### src/rtl/burst_sram_pkg.sv
package burst_sram_pkg;

    typedef enum logic [1:0] {
        CYC_IDLE  = 2'd0,
        CYC_READ  = 2'd1,
        CYC_WRITE = 2'd2
    } cyc_e;

    // Low two address bits of a beat, for either burst order
    function automatic logic [1:0] beat_lo(input logic [1:0] start,
                                           input logic [1:0] cnt,
                                           input logic       ilv);
        return ilv ? (start ^ cnt) : (start + cnt);
    endfunction

endpackage

### src/rtl/burst_seq.sv
module burst_seq
    import burst_sram_pkg::*;
#(
    parameter int AW = 6
) (
    input  logic          clk,
    input  logic          rst_n,
    input  logic          act,
    input  logic          load,
    input  logic          ilv,
    input  logic [AW-1:0] addr_in,
    output logic [AW-1:0] beat_addr
);
    localparam int HI = AW - 2;

    logic [AW-1:0] base_q;
    logic [1:0]    cnt_q;

    always_ff @(posedge clk or negedge rst_n) begin
        if (!rst_n) begin
            base_q <= '0;
            cnt_q  <= 2'd0;
        end else if (act) begin
            if (load) begin
                base_q <= addr_in;
                cnt_q  <= 2'd0;
            end else begin
                cnt_q  <= cnt_q + 2'd1;
            end
        end
    end

    assign beat_addr = {base_q[AW-1 -: HI], beat_lo(base_q[1:0], cnt_q, ilv)};

    p_load_clear_r3: assert property (@(posedge clk) disable iff (!rst_n)
        (act && load) |=> (cnt_q == 2'd0));

    p_step_r4: assert property (@(posedge clk) disable iff (!rst_n)
        (act && !load) |=> (cnt_q == $past(cnt_q) + 2'd1));

    p_wrap_r4: assert property (@(posedge clk) disable iff (!rst_n)
        (act && !load && cnt_q == 2'd3) |=> (cnt_q == 2'd0));

    p_hold_cnt_r2: assert property (@(posedge clk) disable iff (!rst_n)
        !act |=> ($stable(cnt_q) && $stable(base_q)));

endmodule

### src/rtl/cyc_ctrl.sv
module cyc_ctrl
    import burst_sram_pkg::*;
#(
    parameter int LANES = 2
) (
    input  logic             clk,
    input  logic             rst_n,
    input  logic             act,
    input  logic             load,
    input  logic             sel,
    input  logic             wr_n,
    input  logic [LANES-1:0] lane_wr_n,
    output logic             rd_on,
    output logic             wr_on,
    output logic [LANES-1:0] lane_en
);
    cyc_e state_q, state_d;

    // Next-state choice: LOAD_RD, LOAD_WR, LOAD_DESEL or CONTINUE
    always_comb begin
        state_d = state_q;
        if (load) begin
            if (!sel)      state_d = CYC_IDLE;
            else if (wr_n) state_d = CYC_READ;
            else           state_d = CYC_WRITE;
        end else begin
            unique case (state_q)
                CYC_IDLE:  state_d = CYC_IDLE;
                CYC_READ:  state_d = CYC_READ;
                CYC_WRITE: state_d = CYC_WRITE;
                default:   state_d = CYC_IDLE;
            endcase
        end
    end

    always_ff @(posedge clk or negedge rst_n) begin
        if (!rst_n) begin
            state_q <= CYC_IDLE;
            lane_en <= '0;
        end else if (act) begin
            state_q <= state_d;
            lane_en <= ~lane_wr_n;
        end
    end

    always_comb begin
        rd_on = 1'b0;
        wr_on = 1'b0;
        unique case (state_q)
            CYC_IDLE:  ;
            CYC_READ:  rd_on = 1'b1;
            CYC_WRITE: wr_on = 1'b1;
            default:   ;
        endcase
    end

    p_freeze_r2: assert property (@(posedge clk) disable iff (!rst_n)
        !act |=> ($stable(state_q) && $stable(lane_en)));

    p_one_type_r9: assert property (@(posedge clk) disable iff (!rst_n)
        $onehot0({rd_on, wr_on}));

endmodule

### src/rtl/sram_bank.sv
module sram_bank #(
    parameter int AW    = 6,
    parameter int LW    = 9,
    parameter int LANES = 2
) (
    input  logic                clk,
    input  logic                we,
    input  logic [LANES-1:0]    lane_en,
    input  logic [AW-1:0]       addr,
    input  logic [LANES*LW-1:0] wdata,
    output logic [LANES*LW-1:0] rdata
);
    localparam int DEPTH = 1 << AW;

    for (genvar g = 0; g < LANES; g++) begin : g_lane
        logic [LW-1:0] mem [DEPTH];

        always_ff @(posedge clk) begin
            if (we && lane_en[g]) mem[addr] <= wdata[g*LW +: LW];
        end

        assign rdata[g*LW +: LW] = mem[addr];
    end

endmodule

### src/rtl/burst_sram.sv
module burst_sram
    import burst_sram_pkg::*;
#(
    parameter int AW    = 6,
    parameter int LW    = 9,
    parameter int LANES = 2,
    localparam int DW   = LANES * LW
) (
    input  logic             clk,
    input  logic             rst_n,
    input  logic             susp,
    input  logic             burst_next,
    input  logic             wr_n,
    input  logic [LANES-1:0] lane_wr_n,
    input  logic             sel_a_n,
    input  logic             sel_b,
    input  logic             sel_c_n,
    input  logic             order_ilv,
    input  logic [AW-1:0]    addr,
    input  logic [DW-1:0]    din,
    output logic [DW-1:0]    dout,
    output logic             dout_vld
);
    logic             act, load, sel, rd_on, wr_on;
    logic [LANES-1:0] lane_en;
    logic [AW-1:0]    beat_addr;
    logic [DW-1:0]    rdata;

    assign act  = !susp;
    assign load = !burst_next;
    assign sel  = !sel_a_n && sel_b && !sel_c_n;

    burst_seq #(.AW(AW)) u_seq (
        .clk       (clk),
        .rst_n     (rst_n),
        .act       (act),
        .load      (load),
        .ilv       (order_ilv),
        .addr_in   (addr),
        .beat_addr (beat_addr)
    );

    cyc_ctrl #(.LANES(LANES)) u_ctrl (
        .clk       (clk),
        .rst_n     (rst_n),
        .act       (act),
        .load      (load),
        .sel       (sel),
        .wr_n      (wr_n),
        .lane_wr_n (lane_wr_n),
        .rd_on     (rd_on),
        .wr_on     (wr_on),
        .lane_en   (lane_en)
    );

    // Late write: the data for the current write beat arrives at the next active edge
    sram_bank #(.AW(AW), .LW(LW), .LANES(LANES)) u_bank (
        .clk     (clk),
        .we      (act && wr_on),
        .lane_en (lane_en),
        .addr    (beat_addr),
        .wdata   (din),
        .rdata   (rdata)
    );

    assign dout     = rd_on ? rdata : '0;
    assign dout_vld = rd_on;

    p_desel_r8: assert property (@(posedge clk) disable iff (!rst_n)
        (act && load && !sel) |=> (!dout_vld && dout == '0));

    p_upper_hold_r6: assert property (@(posedge clk) disable iff (!rst_n)
        (act && !load) |=> (beat_addr[AW-1:2] == $past(beat_addr[AW-1:2])));

    p_out_frozen_r2: assert property (@(posedge clk) disable iff (!rst_n)
        !act |=> ($stable(dout) && $stable(dout_vld)));

    p_read_vld_r9: assert property (@(posedge clk) disable iff (!rst_n)
        (act && load && sel && wr_n) |=> dout_vld);

endmodule

### config.mk
export PLATFORM = sky130hd
export DESIGN_NAME = burst_sram
export DESIGN_NICKNAME = d
export VERILOG_FILES = /design/src/rtl/burst_sram_pkg.sv /design/src/rtl/burst_seq.sv /design/src/rtl/cyc_ctrl.sv /design/src/rtl/sram_bank.sv /design/src/rtl/burst_sram.sv
export SDC_FILE = /design/constraint.sdc
export NUM_CORES = 1
export LEC_CHECK = 0
export BUFFER_PORTS_ARGS = -buffer_cell sky130_fd_sc_hd__buf_2
export CAP_MARGIN = 15
export CELL_PAD_IN_SITES_DETAIL_PLACEMENT = 1
export CELL_PAD_IN_SITES_GLOBAL_PLACEMENT = 2
export CORE_MARGIN = 2
export CORE_UTILIZATION = 43
export CTS_CLUSTER_SIZE = 24
export DETAILED_ROUTE_END_ITERATION = 16
export GPL_TIMING_DRIVEN = 0
export PLACE_DENSITY_LB_ADDON = 0.12
export SLEW_MARGIN = 20
export SYNTH_ARGS = -nofsm -noshare
export SYNTH_HDL_FRONTEND = slang
export SYNTH_SLANG_ARGS = --single-unit
export TNS_END_PERCENT = 50
### constraint.sdc
create_clock -name clk -period 3.28 [get_ports clk]
set_input_delay 0.492 -clock clk [delete_from_list [all_inputs] [get_ports clk]]
set_output_delay 0.492 -clock clk [all_outputs]
set_load 0.02 [all_outputs]
==> metrics.md, run 1 <==
| Metric | Value |
|---|---|
| Placed Area | 47420 µm² |
| Final Hold Viols | 0 |
| Design area | 56890 µm² |
| Final period util | 134.9% |
| Vias | approximately 29k |
| Io pins | 54 |
| Htree depth | 3 |
| Reg clk slew, reported paths | roughly 0.060 ns |
| Starting Density | between 40% and 50% |
| Clock power frac | 32.2% |
| Fillers | ~9.4k |
| Top cells by area, synth | edfxtp_1 (77%), mux4_2 (6.6%), nand2_1 (3.9%), nand3_1 (2.0%), nor2_1 (1.6%) |
| Cell Int Power | 28.33 mW |
| Sequential share of the synthesized area | 77.19% |
| Synthesized flop and latch total | 1164 |
| Yosys top cell area share | 76.52% |
| Post-synth EDFFs | between 1k and 1.5k |
| PD cells | 730.4 nW/µm² |
| Syn avg cell area | 16.49 µm² |
| Syn Nets | 2778 |
| Rows | 118 |
| Inst Count DP | about 4.2k |
| CP startpoint kind | register |
| Post-route DRC | 0 |
| FF+latch area | 34900 µm² |
| DP HPWL | 114400 µm |
| Max-cap viol count | 0 |
| Core box area | just over 100000 µm² |
| Clk_skew | 0.02125 ns |
| Maximum vdd drop | 547.3 µV |
| Share of layout cells above drive strength 1 | between 30% and 40% |
| Multi-input logic area | around 12000 µm² |
| Required @ worst endpoint | 2.79 ns |
| Fin nets | roughly 3.1k |
| Worst setup margin | -1.145 ns |
| Sw Share | 31.83% |
| Die Area | 107700 µm² |
| Leakage Power | 18.41 nW |
| Post-synth top flop | edfxtp_1 |
| Max frequency | 0.2260 GHz |
| Warnings from Yosys | 0 |
| Die X | 328.2 µm |
| Final cell count without fillers | about 4.6k |
| DR WL/cell | 38.31 µm |
| Placer Congestion | around 0.94 |
| Comb power frac | 28.3% |
| Worst Setup End Kind | output pin |
| CTS buffer count | 120 |
| Max_slew headroom | between 20% and 30% |
| Netlist Area Pre-Place | 45210 µm² |
| Sequential power share | 39.5% |
| Hold crit path type | in2reg |
| Initial antenna violation count | 7 |
| Vias in the first global route | 28.63k |
| Drt first pass iters | 5 |
| Slew of the pin with the lowest slew margin | 1.116 ns |
| Post-Route WL | 175300 µm |
| Setup CP Type | reg2out |
| Unrepaired setup endpoints after global routing | true |
| Via density | 6.230 |
| DP Worst Slack | -2.349 ns |
| GR Overflow Total | 0 |
| First-pass GRT wire length | 237200 µm |
| Failing checks | negative setup slack |
| Clk Latency, worst-skew pair | 0.72 ns |
| Cell variety after synth | 62 |
| Maximum clock insertion buffer count | 3 |
| Setup violations, final | 240 |
| Total GRT Usage | 32.53% |
| Largest area contributor in the synthesized netlist | edfxtp_1 |
| Die Height | around 330 µm |
| Final antenna-violating net count | 0 |
| Post-synthesis async set-or-reset flop share | 1.031% |
| Largest net degree at the start of global routing | 65 |
| Final Max Slew Viols | 0 |
| Outcome | complete, but fails checks |
| Tmin final | around 4.4 ns |
| CTS tree | built |
| Worst-path fanout max | 6 |
| Psw | 13.23 mW |
| Crit path DAT | just under 4 ns |
| Area grow syn2layout | 25.85% |
| Root buf cell | clkbuf_16 |
| Cell count after synthesis | around 2.7k |
| PortBufs | 53 |
| Clock sink count | 1164 |
| Iteration-0 DRC Markers | approximately 3.8k |
[logic make-up (layout without fill, tap and decap cells)]
logic type	count (synthesis)	count (layout)	share of synthesized area, %
XOR/XNOR	4	4	0.1273
AND/OR/NAND/NOR	972	972	9.258
AO/OA/AOI/OAI	248	248	3.742
flip-flops	1164	1164	77.19
adder cells (fa/ha/maj)	1	1	0.02767
multiplexers	195	195	8.021
other	0	2	0
buffers and inverters	158	610	1.639
[registers in the layout, summed over array words and instances, names as in the netlist]
register	flops
u_ctrl.state_q	2
u_bank.g_lane.mem	1152
u_seq.cnt_q	2
u_seq.base_q	6
u_ctrl.lane_en	2
[cells in the final DEF (no fill, tap or decap), types with 9 or more instances in the layout]
cell type / netlist / routed
o22ai_1: 32 / 29
buf_16: 0 / 21
a211oi_1: 16 / 10
nand4_1: 36 / 36
mux2i_1: 54 / 45
o211ai_1: 15 / 15
a221oi_1: 11 / 11
bufinv_16: 0 / 10
nand2_2: 1 / 9
edfxtp_1: 1152 / 1152
nand2_1: 470 / 454
and3_1: 29 / 15
clkinv_2: 0 / 23
buf_6: 0 / 40
a31oi_1: 39 / 27
nand3_2: 0 / 20
clkbuf_1: 52 / 39
buf_12: 0 / 101
clkbuf_8: 0 / 9
and3_4: 0 / 11
nor2_1: 197 / 55
clkbuf_16: 0 / 129
clkbuf_4: 0 / 11
nand3_1: 181 / 155
buf_2: 70 / 27
buf_4: 16 / 130
nor2_2: 1 / 32
o21ai_0: 39 / 26
nor2_4: 0 / 111
a21oi_1: 28 / 20
buf_8: 0 / 11
a32oi_1: 12 / 9
mux4_2: 133 / 133
o221ai_1: 20 / 18
clkinv_1: 0 / 27
[critical path, stage by stage (launching register included)]
cell and delay [ns]:
dfrtp_2 0.43, ha_4 0.16, nor2b_4 0.12, buf_12 0.14, xnor2_4 0.13, buf_12 0.15, buf_12 0.15, buf_16 0.16
buf_16 0.17, mux2i_2 0.17, a32oi_1 0.16, nand4_1 0.47, a21oi_2 0.40, and3_4 0.24, buf_6 0.12
[cell usage after synthesis, types with 3 or more instances]
cell type  number
a211oi_1       16
o211ai_1       15
inv_1           6
clkbuf_1       52
o2bb2ai_1       3
mux2_2          8
nand2b_1        6
nor4_1         10
and3_1         29
a21oi_1        28
nand4_1        36
nand2_1       470
mux4_2        133
a31oi_1        39
buf_2          70
o21ai_0        39
buf_1          13
dfrtp_1        12
a221oi_1       11
o21a_1          7
mux2i_1        54
and2_1          4
nor3_1         16
o22ai_1        32
o221ai_1       20
edfxtp_1     1152
a22oi_1         7
a32oi_1        12
nor2b_1         8
nand3_1       181
or3_1           3
nor2_1        197
buf_4          16
[what timing repair did]
item	CTS	global route
endpoints found under the setup margin	1143	879
hold buffers	7	0
hold endpoints to repair	18	0
gates cloned	4	4
buffers inserted	126	34
resized for setup	750	152
pin swaps	104	46
[power by group through the flow]
stage | Combinational [mW] | Sequential, mW | Clock, mW
after global routing | 11.9 | 16.4 | 14.0
after global placement | 7.88 | 16.7 | 0
final | 11.8 | 16.4 | 13.4
after floorplan | 3.79 | 16.7 | 0
after CTS | 10.8 | 16.4 | 13.4
after detailed placement | 8.04 | 16.7 | 0
[area by class of cell]
class	instances	share of cell area, %
plain buffers	143	3.783
diodes	2	0.008797
repair buffers	237	4.836
multi-input cells	1420	20.35
well taps	1380	3.035
clock inverters	69	1.038
inverters	7	0.06818
flip-flops and latches	1164	61.34
clock buffers	154	5.540
[metrics by stage]
stage	utilization (%)	TNS [ns]	hold WS [ns]	total power, mW
CTS	53.69	-98.19	0.02450	40.66
floorplan	-	-0.6267	0.1964	20.49
detailed placement	45.62	-1640.14	0.4382	24.75
finish	54.74	-32.58	0.06406	41.55
global route	54.73	-32.60	0.05271	42.28
global placement	45.43	-3131.11	0.4262	24.59
[worst paths after layout]
check / start / end / slack, ns / cells past startpoint
worst min register to register: u_ctrl.lane_en[1] / u_ctrl.lane_en[1] / 0.55 / 2
worst max-delay path: u_seq.cnt_q[0] / dout[5] / -1.14 / 14
min in group asynchronous: rst_n / u_ctrl.lane_en[0] / 0.24 / 2
worst min-delay path: addr[2] / u_seq.base_q[2] / 0.06 / 2
max in group asynchronous: rst_n / u_seq.base_q[5] / 2.72 / 2
worst max register to register: u_seq.cnt_q[0] / u_bank.g_lane[1].mem[42][7] / -0.18 / 8
[layer usage]
| metal | up-vias | share of wire (%) | global-route usage (%) |
|---|---|---|---|
| met3 | 369 | 8.8 | 6.377 |
| met4 | 4 | 5.2 | 15.81 |
| met2 | 1548 | 47 | 51.21 |
| met5 | - | 0.015 | 0 |
| met1 | 15165 | 39 | 43.62 |
| li1 | 11423 | - | - |
Power figures use the tool's default switching activity.
==> inputs of run 2 (changes only) <==
--- a/config.mk
+++ b/config.mk
@@ -15,6 +15,7 @@
 export DETAILED_ROUTE_END_ITERATION = 16
 export GPL_TIMING_DRIVEN = 0
 export PLACE_DENSITY_LB_ADDON = 0.12
+export REMOVE_ABC_BUFFERS = 1
 export SLEW_MARGIN = 20
 export SYNTH_ARGS = -nofsm -noshare
 export SYNTH_HDL_FRONTEND = slang
==> metrics.md, run 2 (synthesis gave the netlist of run 1 again) <==
| Metric | Value |
|---|---|
| Setup violations, final | 43 |
| Failing checks | negative setup slack |
| Largest register FFs | ~1.2k |
| PortBufs | 53 |
| Post-Route WL | 143700 µm |
| Worst Setup End Kind | output pin |
| CTS buffer count | about 130 |
| DR WL/cell | 31.63 µm |
| Die X | 328.2 µm |
| Maximum clock insertion buffer count | 3 |
| Clk Latency, worst-skew pair | 0.74 ns |
| Outcome | complete, but fails checks |
| Post-route DRC | 0 |
| Required @ worst endpoint | 2.79 ns |
| Top reg by flops | u_bank.g_lane.mem |
| Comb power frac | between 20% and 30% |
| Utilization after layout | 54.69% |
| Vias in the first global route | 27.56k |
| Reg clk slew, reported paths | 0.05 ns |
| Reg2reg path depth | 7 |
| Psw | 11.56 mW |
| Hold path cells | 3 |
| Slew of the pin with the lowest slew margin | 1.115 ns |
| Via density | 5.874 |
| Fin nets | 3090 |
| GR Overflow Total | 0 |
| CTS tree | built |
| Core box area | just over 100000 µm² |
| Maximum vdd drop | approximately 450 µV |
| Placer Congestion | 0.8010 |
| Top Registers | u_bank.g_lane.mem (1152), u_seq.base_q (6) |
| Rows | 118 |
| Io pins | 54 |
| Starting Density | 43.49% |
| Tmin final | 4.422 ns |
| Final antenna-violating net count | 0 |
| Commonest non-fill, non-tap cells in the layout | edfxtp_1 (1152), nand2_1 (432), nand3_1 (154), buf_4 (146), clkbuf_16 (141) |
| Drt first pass iters | 5 |
| Leakage Power | 18.49 nW |
| First-pass GRT wire length | 202600 µm |
| Total GRT Usage | 26.89% |
| Crit path DAT | between 3 and 4 ns |
| Sw Share | between 20% and 30% |
| Final Hold Viols | 0 |
| Worst-path fanout max | 6 |
| Share of layout cells above drive strength 1 | 30.65% |
| DP HPWL | 86240 µm |
| Root buf cell | clkbuf_16 |
| Sequential power share | 40.4% |
| Max-cap viol count | 0 |
| Inst Count DP | 4106 |
| CP startpoint kind | register |
| Worst setup margin | -1.142 ns |
| Vias | 26.67k |
| Hold crit path type | in2reg |
| Max frequency | between 0.2 and 0.25 GHz |
| Clk_skew | 0.03139 ns |
| Die Height | 328.2 µm |
| Leading cell type in the layout, fill and taps excluded | edfxtp_1 |
| Die Area | approximately 110000 µm² |
| Area grow syn2layout | 25.75% |
| Initial antenna violation count | 3 |
| Setup CP Type | reg2out |
| DP Worst Slack | -2.312 ns |
| PD cells | 717.0 nW/µm² |
| Clock power frac | between 30% and 40% |
| Unrepaired setup endpoints after global routing | true |
| Max_slew headroom | 25.01% |
| Htree depth | 4 |
| Final cell count without fillers | 4541 |
| Clock sink count | ~1.2k |
| Final period util | 134.8% |
| Iteration-0 DRC Markers | 2673 |
| Largest net degree at the start of global routing | between 60 and 70 |
| Cell Int Power | 29.20 mW |
| Final Max Slew Viols | 0 |
run 2: cell types whose count changed in the layout (fill, tap and decap cells not counted), sizes merged, moves of 2 or more:
cell | before | now
dlygate4sd3 | 7 | 10
buf | 330 | 304
bufinv | 10 | 5
bufbuf | 1 | 13
clkinvlp | 4 | 2
clkbuf | 195 | 177
run 2: layout make-up:
class | instances | area (µm²)
sequential | 1164 | 34910
timing repair inverter | 1 | 8.758
tap | 1380 | 1727
fill | 9375 | 47090
timing repair buffer | 329 | 4452
clock buffer | 175 | 3654
multi-input combinational | 1420 | 11640
inverter | 7 | 42.54
clock inverter | 62 | 410.4
antenna | 3 | 7.507
run 2: routing by layer:
metal	part of all wire, %	track usage [%]	up-vias
met3	5.9	4.469	236
met2	48	43.34	884
met4	4.2	11.36	0
li1	-	-	11354
met5	0	0	-
met1	42	36.41	14199
run 2: stage by stage:
stage / area [µm²] / power [mW] / hold slack (ns) / TNS (ns)
after detailed placement: 48130 / 23.90 / 0.4313 / -1364.01
after global placement: 46480 / 21.97 / 0.4183 / -
after CTS: 55830 / 40.40 / 0.01703 / -66.26
final: 56850 / 40.76 / 0.05545 / -19.45
after floorplan: 44490 / 21.47 / 0.1964 / -
after global routing: 56840 / 41.96 / 0.04357 / -25.78
run 2: path summary, 6_finish.rpt:
path	from	end	slack, ns
max	u_seq.base_q[0]	dout[4]	-1.14
min	burst_next	u_seq.cnt_q[0]	0.06
max reg2reg	u_seq.base_q[0]	u_bank.g_lane[1].mem[51][1]	-0.06
min reg2reg	u_ctrl.lane_en[1]	u_ctrl.lane_en[1]	0.54
max in group asynchronous	rst_n	u_seq.cnt_q[1]	2.76
min in group asynchronous	rst_n	u_seq.base_q[3]	0.21
run 2: timing repair:
action	4_1_cts	5_1_grt
endpoints found under the hold margin	22	0
setup buffers	116	55
resized for setup	434	129
pin swaps	99	72
hold buffers	10	0
setup endpoints to repair	1170	787
gates cloned	19	2
run 2: power by group through the flow:
stage / logic (mW) / registers (mW) / clock network, mW
2_1_floorplan: 4.72 / 16.8 / 0
3_3_place_gp: 5.13 / 16.8 / 0
3_5_place_dp: 7.12 / 16.8 / 0
4_1_cts: 9.75 / 16.5 / 14.2
5_1_grt: 10.8 / 16.5 / 14.7
6_report: 10.3 / 16.5 / 14.0
run 2: worst max-delay path: stages, from the launching register on:
cell     delay, ns
dfrtp_1       0.41
ha_4          0.15
nor2b_4       0.24
xnor2_4       0.16
buf_8         0.14
buf_12        0.11
buf_12        0.10
buf_12        0.12
buf_16        0.13
buf_16        0.13
nand2_4       0.05
nand3_4       0.11
nand4_1       0.15
or4_4         0.58
nor4_4        0.38
buf_4         0.22
